===== src/rtl/pwm_sampler_pkg.sv =====
package pwm_sampler_pkg;
  localparam int OFF_CTRL   = 'h00;
  localparam int OFF_STATUS = 'h04;
  localparam int OFF_SAMPLE = 'h0C;
  localparam int OFF_PERIOD = 'h10;

  localparam int BIT_EN      = 0;
  localparam int BIT_SRST    = 3;
  localparam int LSB_PRE     = 4;
  localparam int LSB_SRC     = 16;
  localparam int BIT_DBG_OK  = 22;
  localparam int BIT_WAIT_OK = 23;
  localparam int BIT_DOZE_OK = 24;
  localparam int BIT_OVF     = 4;

  typedef struct packed {
    logic       doze_ok;
    logic       wait_ok;
    logic       dbg_ok;
    logic [1:0] src;
    logic       en;
  } ctrl_t;
endpackage


===== src/rtl/pwm_sample_fifo.sv =====
module pwm_sample_fifo #(
  parameter int W     = 16,
  parameter int DEPTH = 4
) (
  input  logic                       clk,
  input  logic                       rst_n,
  input  logic                       flush,
  input  logic                       push,
  input  logic [W-1:0]               din,
  input  logic                       pop,
  output logic [W-1:0]               dout,
  output logic [$clog2(DEPTH+1)-1:0] count
);
  localparam int PTR_W = (DEPTH > 1) ? $clog2(DEPTH) : 1;
  localparam int CNT_W = $clog2(DEPTH + 1);

  logic [W-1:0]     mem [DEPTH];
  logic [PTR_W-1:0] wr_ptr, rd_ptr;
  logic             do_push, do_pop;

  function automatic logic [PTR_W-1:0] step(input logic [PTR_W-1:0] p);
    return (p == PTR_W'(DEPTH - 1)) ? '0 : p + 1'b1;
  endfunction

  assign do_push = push && (count != CNT_W'(DEPTH));
  assign do_pop  = pop && (count != '0);
  assign dout    = mem[rd_ptr];

  always_ff @(posedge clk) begin
    if (do_push && !flush) mem[wr_ptr] <= din;
  end

  always_ff @(posedge clk or negedge rst_n) begin
    if (!rst_n) begin
      wr_ptr <= '0;
      rd_ptr <= '0;
      count  <= '0;
    end else if (flush) begin
      wr_ptr <= '0;
      rd_ptr <= '0;
      count  <= '0;
    end else begin
      if (do_push) wr_ptr <= step(wr_ptr);
      if (do_pop)  rd_ptr <= step(rd_ptr);
      case ({do_push, do_pop})
        2'b10:   count <= count + 1'b1;
        2'b01:   count <= count - 1'b1;
        default: count <= count;
      endcase
    end
  end
endmodule


===== src/rtl/pwm_tick_gen.sv =====
module pwm_tick_gen #(
  parameter int PRE_W = 12
) (
  input  logic             clk,
  input  logic             rst_n,
  input  logic             clear,
  input  logic             run,
  input  logic [PRE_W-1:0] div,
  output logic             tick
);
  logic [PRE_W-1:0] pcnt;

  assign tick = run && (pcnt == div);

  always_ff @(posedge clk or negedge rst_n) begin
    if (!rst_n)      pcnt <= '0;
    else if (clear)  pcnt <= '0;
    else if (run)    pcnt <= tick ? '0 : pcnt + 1'b1;
  end
endmodule


===== src/rtl/pwm_period_core.sv =====
module pwm_period_core #(
  parameter int W = 16
) (
  input  logic         clk,
  input  logic         rst_n,
  input  logic         clear,
  input  logic         enable,
  input  logic         tick,
  input  logic [W-1:0] period_reg,
  input  logic [W-1:0] duty,
  output logic [W:0]   cnt,
  output logic         rollover,
  output logic         pwm
);
  localparam int CW = W + 1;
  localparam logic [W-1:0] PER_MAX = {{(W-1){1'b1}}, 1'b0};

  logic [W-1:0] per_eff;
  logic [W:0]   last;

  always_comb begin
    per_eff = (period_reg > PER_MAX) ? PER_MAX : period_reg;
    last    = {1'b0, per_eff} + CW'(1);
  end

  assign rollover = enable && tick && (cnt >= last);
  assign pwm      = enable && (cnt < {1'b0, duty});

  always_ff @(posedge clk or negedge rst_n) begin
    if (!rst_n)                cnt <= '0;
    else if (clear)            cnt <= '0;
    else if (rollover)         cnt <= '0;
    else if (enable && tick)   cnt <= cnt + 1'b1;
  end
endmodule


===== src/rtl/pwm_sampler.sv =====
module pwm_sampler
  import pwm_sampler_pkg::*;
#(
  parameter int DATA_W     = 16,
  parameter int PRE_W      = 12,
  parameter int FIFO_DEPTH = 4,
  parameter int ADDR_W     = 5
) (
  input  logic              clk,
  input  logic              rst_n,
  input  logic              reg_wr,
  input  logic              reg_rd,
  input  logic [ADDR_W-1:0] reg_addr,
  input  logic [31:0]       reg_wdata,
  output logic [31:0]       reg_rdata,
  input  logic              halt_dbg,
  input  logic              halt_wait,
  input  logic              halt_doze,
  output logic              pwm_out
);
  localparam int CNT_W = $clog2(FIFO_DEPTH + 1);

  ctrl_t             ctl_q;
  logic [PRE_W-1:0]  pre_q;
  logic [DATA_W-1:0] per_q, duty_q, fifo_dout;
  logic              srst_q, ovf_q;
  logic [CNT_W-1:0]  fill;
  logic [DATA_W:0]   cnt;
  logic              sel_ctrl, sel_stat, sel_smp, sel_per;
  logic              wr_ctrl, srst_req, ctl_load, start, smp_wr, fifo_full;
  logic              run, tick, rollover, pop, unused_wdata;
  logic [2:0]        halt_vec, allow_vec;
  logic [31:0]       rd_val;

  assign sel_ctrl = int'(reg_addr) == OFF_CTRL;
  assign sel_stat = int'(reg_addr) == OFF_STATUS;
  assign sel_smp  = int'(reg_addr) == OFF_SAMPLE;
  assign sel_per  = int'(reg_addr) == OFF_PERIOD;

  assign wr_ctrl  = reg_wr && sel_ctrl && !srst_q;
  assign srst_req = wr_ctrl && reg_wdata[BIT_SRST];
  assign ctl_load = wr_ctrl && !reg_wdata[BIT_SRST];
  assign start    = ctl_load && reg_wdata[BIT_EN] && !ctl_q.en;
  assign smp_wr   = reg_wr && sel_smp && !srst_q;
  assign fifo_full = fill == CNT_W'(FIFO_DEPTH);
  assign unused_wdata = ^reg_wdata;

  assign halt_vec  = {halt_doze, halt_wait, halt_dbg};
  assign allow_vec = {ctl_q.doze_ok, ctl_q.wait_ok, ctl_q.dbg_ok};
  assign run = ctl_q.en && (ctl_q.src != 2'd0) && !srst_q
               && ((halt_vec & ~allow_vec) == 3'b000);
  assign pop = (start || rollover) && (fill != '0);

  pwm_sample_fifo #(.W(DATA_W), .DEPTH(FIFO_DEPTH)) u_fifo (
    .clk(clk), .rst_n(rst_n), .flush(srst_q),
    .push(smp_wr), .din(reg_wdata[DATA_W-1:0]),
    .pop(pop), .dout(fifo_dout), .count(fill)
  );

  pwm_tick_gen #(.PRE_W(PRE_W)) u_tick (
    .clk(clk), .rst_n(rst_n), .clear(srst_q || start),
    .run(run), .div(pre_q), .tick(tick)
  );

  pwm_period_core #(.W(DATA_W)) u_core (
    .clk(clk), .rst_n(rst_n), .clear(srst_q || start),
    .enable(ctl_q.en), .tick(tick), .period_reg(per_q), .duty(duty_q),
    .cnt(cnt), .rollover(rollover), .pwm(pwm_out)
  );

  always_ff @(posedge clk or negedge rst_n) begin
    if (!rst_n) begin
      ctl_q  <= '0;
      pre_q  <= '0;
      per_q  <= '0;
      duty_q <= '0;
      ovf_q  <= 1'b0;
      srst_q <= 1'b0;
    end else if (srst_q) begin
      ctl_q  <= '0;
      pre_q  <= '0;
      per_q  <= '0;
      duty_q <= '0;
      ovf_q  <= 1'b0;
      srst_q <= 1'b0;
    end else begin
      srst_q <= srst_req;
      if (ctl_load) begin
        ctl_q.en      <= reg_wdata[BIT_EN];
        ctl_q.src     <= reg_wdata[LSB_SRC +: 2];
        ctl_q.dbg_ok  <= reg_wdata[BIT_DBG_OK];
        ctl_q.wait_ok <= reg_wdata[BIT_WAIT_OK];
        ctl_q.doze_ok <= reg_wdata[BIT_DOZE_OK];
        pre_q         <= reg_wdata[LSB_PRE +: PRE_W];
      end
      if (reg_wr && sel_per) per_q <= reg_wdata[DATA_W-1:0];
      if (pop) duty_q <= fifo_dout;
      if (smp_wr && fifo_full)                        ovf_q <= 1'b1;
      else if (reg_wr && sel_stat && reg_wdata[BIT_OVF]) ovf_q <= 1'b0;
    end
  end

  always_comb begin
    rd_val = '0;
    if (sel_ctrl) begin
      rd_val[BIT_EN]            = ctl_q.en;
      rd_val[BIT_SRST]          = srst_q;
      rd_val[LSB_PRE +: PRE_W]  = pre_q;
      rd_val[LSB_SRC +: 2]      = ctl_q.src;
      rd_val[BIT_DBG_OK]        = ctl_q.dbg_ok;
      rd_val[BIT_WAIT_OK]       = ctl_q.wait_ok;
      rd_val[BIT_DOZE_OK]       = ctl_q.doze_ok;
    end else if (sel_stat) begin
      rd_val[CNT_W-1:0] = fill;
      rd_val[BIT_OVF]   = ovf_q;
    end else if (sel_smp) begin
      rd_val[DATA_W-1:0] = duty_q;
    end else if (sel_per) begin
      rd_val[DATA_W-1:0] = per_q;
    end
  end

  always_ff @(posedge clk or negedge rst_n) begin
    if (!rst_n)      reg_rdata <= '0;
    else if (reg_rd) reg_rdata <= rd_val;
  end
endmodule


===== config.mk =====
export PLATFORM = sky130hd
export DESIGN_NAME = pwm_sampler
export DESIGN_NICKNAME = d
export VERILOG_FILES = /design/src/rtl/pwm_sampler_pkg.sv /design/src/rtl/pwm_sample_fifo.sv /design/src/rtl/pwm_tick_gen.sv /design/src/rtl/pwm_period_core.sv /design/src/rtl/pwm_sampler.sv
export SDC_FILE = /design/constraint.sdc
export NUM_CORES = 1
export LEC_CHECK = 0
export CAP_MARGIN = 10
export CORE_MARGIN = 5
export CORE_UTILIZATION = 44
export CTS_CLUSTER_SIZE = 40
export DETAILED_ROUTE_END_ITERATION = 12
export GPL_ROUTABILITY_DRIVEN = 1
export PLACE_DENSITY_LB_ADDON = 0.25
export SYNTH_ARGS = -nofsm -noshare
export SYNTH_HDL_FRONTEND = slang
export SYNTH_HIERARCHICAL = 1
export SYNTH_SLANG_ARGS = --single-unit
export TNS_END_PERCENT = 30

===== constraint.sdc =====
create_clock -name clk -period 14.6 [get_ports clk]
set_input_delay 2.92 -clock clk [delete_from_list [all_inputs] [get_ports clk]]
set_output_delay 2.92 -clock clk [all_outputs]
set_load 0.005 [all_outputs]

# Yosys cells after proc, flatten, opt, wreduce, memory -nomap -nowiden
# Memory sizes are Yosys's and may differ from the RTL's.
# Index checks and enable logic that the tools add are counted.
# classes
reduce_logical	41
eq_ne	10
mux	40
n_lt_le_gt_ge	3
n_addsub	7
bitwise	2
# op_table
operator	n
16-bit 2-to-1 mux	7
12-bit 2-to-1 mux	5
17-bit 2-to-1 mux	3
1-bit logical AND	23
16-bit by 1-bit adder with 17-bit output, second input constant	1
17-bit by 1-bit adder with 17-bit output, second input constant	1
17-bit >= comparator	1
17-bit by 16-bit less-than comparator with 1-bit output	1
16-bit greater-than comparator, second input constant	1
2-bit 2-to-1 mux	8
2-bit nonzero test	7
13-bit 2-to-1 mux	1
12-bit by 1-bit adder with 12-bit output, second input constant	1
12-bit == test	1
6-bit 2-to-1 mux	2
3-bit nonzero test	4
11-bit 2-to-1 mux	1
5-bit == test, second input constant	2
1-bit 2-to-1 mux	9
3-bit 2-to-1 mux	3
2-bit == test, second input constant	3
3-bit one-hot mux with 2 select lines	1
5-bit by 4-bit == test with 1-bit output, second input constant	1
5-bit zero test	1
other kinds (11)	15
# word_totals
inputBits	44
elab_cells	120
out_inout_bits	33
ramBits	64
regBits	109
mem_count	1
# memory_table
memory	depth	width	read_ports	rd_ports_with_merged_regs	wr	line	text
u_fifo.mem	4	16	1	0	1	pwm_sample_fifo.sv:17	logic [W-1:0] mem [DEPTH];

# Longest topological paths before layout
# depth
depth_word	13
mapped_depth	26
mapped_depth_nobuf	25

# By module
# The synthesis kept the hierarchy.
# modules_own_cells
module	instances	cells_each	area_per_inst_um2	seq_area_each_um2
pwm_sampler	1	338	3362.0	1826.8
pwm_sample_fifo	1	149	2881.5	2097.0
pwm_period_core	1	237	1985.7	425.4
pwm_tick_gen	1	85	848.3	300.3

# Worst setup path before layout
# No wires, ideal clock.
# synth_path
path_type	input -> register
from	input port halt_doze
to	register u_fifo.count[1]
setup_ns	0.136
n_path_buf	2
arrival_ns	5.797
path_slack_ns	8.667
path_stages	14
t_required_ns	14.464
path_cell_list	nor2b_1 a2111oi_0 nand2_1 nor4_4 buf_6 o311a_1 o32ai_1 nor2_1 buf_2 o31ai_2 nor2_1 fa_1 a31oi_1 a2111oi_2
# synth_via
elab_chain_cells	12
word_cells_on_any_way	14
cone_classes	2 x eq/ne; 2 x mux; 1 x bitwise; 9 x reduce/logical
# synth_rtl
element	line	text
start: declaration	pwm_sampler.sv:18	input logic halt_doze,
3-bit AND *	pwm_sampler.sv:51	&& ((halt_vec & ~allow_vec) == 3'b000);
3-bit zero test *	pwm_sampler.sv:51	
1-bit logical AND *	pwm_sampler.sv:51	
via run	pwm_sampler.sv:31	logic run, tick, rollover, pop, unused_wdata;
1-bit logical AND *	pwm_tick_gen.sv:13	assign tick = run && (pcnt == div);
via tick	pwm_sampler.sv:31	
1-bit logical AND * (2 in series)	pwm_period_core.sv:26	assign rollover = enable && tick && (cnt >= last);
via rollover	pwm_sampler.sv:31	
1-bit logical OR *	pwm_sampler.sv:52	assign pop = (start || rollover) && (fill != '0);
1-bit logical AND *	pwm_sampler.sv:52	
via pop	pwm_sampler.sv:31	
1-bit logical AND *	pwm_sample_fifo.sv:26	assign do_pop = pop && (count != '0);
2-bit by 1-bit == test with 1-bit output or 2-bit == test (tied branches)	pwm_sample_fifo.sv:45	case ({do_push, do_pop})
3-bit one-hot mux with 2 select lines	pwm_sample_fifo.sv:45	
3-bit 2-to-1 mux	pwm_sample_fifo.sv:38	end else if (flush) begin
end signal: assignment	pwm_sample_fifo.sv:46	2'b10: count <= count + 1'b1;
end signal: assignment	pwm_sample_fifo.sv:47	2'b01: count <= count - 1'b1;
end signal: assignment	pwm_sample_fifo.sv:48	default: count <= count;
end: declaration	pwm_sample_fifo.sv:12	output logic [$clog2(DEPTH+1)-1:0] count
# Mark *: on every way through the listed nets, which the timed path passes. The rest lies on a longest branch.
# A chain may end at the register's enable or synchronous reset.

# Worst setup path after layout
# layout_path
from	input port halt_doze
to	register u_fifo.count[2]
# Same word-level chain as after synthesis.

==> flow_summary.json <==
{
  "fp-row-count": 52,
  "ys_async_sr_fraction": 0.630,
  "setup_viol": 0,
  "fin_ws_ps": 7720,
  "synth.avg_cell_area_um2": 11.2,
  "htreeDepth": 4,
  "startpoint_type": "input pin",
  "wl_met3_um": 918,
  "fmax_mhz": 145,
  "overflow": 0,
  "fp.dieW_um": 154,
  "first_iter_violations": 386,
  "design_area_um2": 10300,
  "drc": 0,
  "cp.arrival_ps": 7160,
  "place_inst": 1096,
  "clock_path_buffers": 2,
  "synth_area_leader_cell": "dfrtp_1",
  "place_ws_ps": 7290,
  "synth_top_area_share": 0.300,
  "grt_pass1_vias": 6031,
  "comb_power_share": 0.138,
  "crit_required_ps": 14880,
  "netlist_area_um2": 9080,
  "hp-start": "reg_rdata[17]$_DFFE_PN0P_",
  "core-area_um2": 20300,
  "nets": 930,
  "r2r_end": "u_fifo/count[2]$_DFFE_PN0P_",
  "synth.area.top_cells": "dfrtp_1 (30%), edfxtp_1 (21%), ha_1 (5.5%), mux4_2 (4.0%), nand2_1 (3.1%)",
  "outcome": "finished, final reports clean",
  "ir_worst_vdd_uv": 82.4,
  "hold_violations": 0,
  "r2r-start": "per_q[12]$_DFFE_PN0P_",
  "wl_met2_um": 9730,
  "grt_pass1_wl_um": 33500,
  "die_area_um2": 23600,
  "power_frac_seq": 0.487,
  "rsz0062_at_grt": "no",
  "cts-root-buf": "clkbuf_16",
  "hold_end": "reg_rdata[17]$_DFFE_PN0P_",
  "synthFlopType": "dfrtp_1",
  "skew_ps": 10.9,
  "drtAntennaViolNets": 0,
  "wire_per_inst_um": 18.5,
  "portBuffers": 54,
  "cts_buffers": 17,
  "ys_warn_count": 6,
  "hold_path_depth": 2,
  "syn_to_final_growth_pct": 13.8,
  "drive_above_1_share": 0.0967,
  "critPathKind": "input pin to register",
  "multiInputGateArea_um2": 3990,
  "worstMarginPinSlew_ps": 1150,
  "ff_latch_area_um2": 4650,
  "reg2reg_slack_ps": 8670,
  "place_area_um2": 9720,
  "syn_inst": 809,
  "critPathCaptureType": "register",
  "p_clk_frac": 0.375,
  "leakagePower_nw": 3.97,
  "finalMaxSlewViolations": 0,
  "power_density_nw_per_um2": 119,
  "post-route-util": 0.509,
  "ys_types": 73,
  "grt_max_degree": 70,
  "crit_fanout": 16,
  "slew_headroom": 0.230,
  "ys_ff_latch": 173,
  "yosysMostFrequentCell": "dfrtp_1",
  "p_sw_frac": 0.287,
  "drt_pass1_iterations": 5,
  "viasPerCell": 5.60,
  "num_io_pins": 77,
  "hpwl_um": 14500,
  "drt-met1-wl_um": 9950,
  "post-route-period-util": 0.471,
  "p_sw_uw": 354,
  "synth_edf_count": 64,
  "cts_resized": 0,
  "clock-sinks": 173,
  "finalWeightedCongestion": 0.835,
  "track_usage": 0.179,
  "antenna_found_initial": 0,
  "nFillCells": 1813,
  "diodes": 0,
  "setup_tns_ps": 0,
  "fin_cells": 1128,
  "post_cts_buffers": 0,
  "reg2reg_depth": 25,
  "clk_pin_slew_ps": 70,
  "initial_utilization": 0.447,
  "max-cap-violations": 0,
  "netlist_top_cells_count": "dfrtp_1 (109), nand2_1 (75), edfxtp_1 (64)",
  "top_layer_used": "met4",
  "clk_latency_ps": 430,
  "die_h_um": 154,
  "cts_tree": "built",
  "ys_seq_area_frac": 0.512,
  "finalWirelength_um": 20800,
  "min_period_ps": 6880,
  "holdBufCountCts": 0,
  "internal-power_uw": 881,
  "hold_path_class": "register to register",
  "vias": 6322
}
-- power by group through the flow --
stage / logic, mW / clock network [mW] / registers, mW
global placement: 0.167 / 0 / 0.610
CTS: 0.171 / 0.473 / 0.601
detailed placement: 0.171 / 0 / 0.610
global route: 0.194 / 0.492 / 0.608
floorplan: 0.124 / 0 / 0.590
finish: 0.171 / 0.463 / 0.601
-- layout by cell type (no fill, tap or decap), types with 13 or more instances in the layout --
master and n:
a21oi_1 45, a22o_1 19, a31oi_1 18, clkbuf_16 17, clkdlybuf4s50_1 53, dfrtp_1 109, edfxtp_1 64, ha_1 40
inv_1 44, mux4_2 16, nand2_1 75, nand2b_1 26, nand3_1 31, nand4_1 13, nor2_1 36, nor2b_1 14
o21ai_0 13, o21ai_1 24, xnor2_1 24
-- through the flow --
step	hold WS, ps	total power [mW]
5_1_grt	535	1.29
2_1_floorplan	475	0.713
3_3_place_gp	500	0.777
4_1_cts	513	1.25
6_report	511	1.23
3_5_place_dp	503	0.781
-- sequential cells by signal, indices dropped and copies added (netlist names), 3 cells and up --
| name | flops |
|---|---|
| per_q | 16 |
| reg_rdata | 21 |
| u_core/cnt | 17 |
| pre_q | 12 |
| duty_q | 16 |
| u_fifo/mem | 64 |
| ctl_q | 3 |
| u_tick/pcnt | 12 |
| allow_vec | 3 |
| u_fifo/count | 3 |
-- final cells by class --
class	instances	area share
multi-input cells	550	0.386
clock buffers	20	0.0452
repair buffers	59	0.0557
well taps	270	0.0327
inverters	44	0.0160
clock inverters	12	0.0140
flip-flops and latches	173	0.450
-- per-layer routing --
layer	vias up	global-route usage
li1	3033	-
met1	3112	0.261
met2	158	0.277
met3	19	0.0329
met4	0	0.0446
met5	-	0
-- worst max path at each step --
stage	slack [ps]	start	depth (start not counted)	endpoint
floorplan	8670	halt_doze	14	u_fifo/count[1]$_DFFE_PN0P_
CTS	7740	halt_doze	16	u_fifo/count[2]$_DFFE_PN0P_
global route	7350	halt_doze	16	u_fifo/count[2]$_DFFE_PN0P_
finish	7720	halt_doze	16	u_fifo/count[2]$_DFFE_PN0P_
detailed placement	7290	halt_doze	16	u_fifo/count[2]$_DFFE_PN0P_
global placement	7300	halt_doze	14	u_fifo/count[1]$_DFFE_PN0P_
-- kinds of logic after synthesis --
group | after synthesis | share of synthesized area
AND/OR/NAND/NOR | 249 | 0.149
AO/OA/AOI/OAI | 189 | 0.143
flip-flops | 173 | 0.512
buffers and inverters | 96 | 0.0546
adder cells (fa/ha/maj) | 41 | 0.0573
XOR/XNOR | 35 | 0.0338
multiplexers | 25 | 0.0498
other | 1 | 0.000413
-- critical path, stage by stage --
cell	delay [ps]
clkdlybuf4s50_1	390
nor2b_1	130
a2111oi_2	320
buf_4	250
nand2_1	100
nor4_4	720
o311a_1	440
o32ai_1	170
nor2_1	610
o31ai_2	220
nor2_1	190
fa_1	240
nor2b_1	150
mux2i_1	80
o22ai_1	140
a21oi_1	80
(Power assumes the default switching activity.)
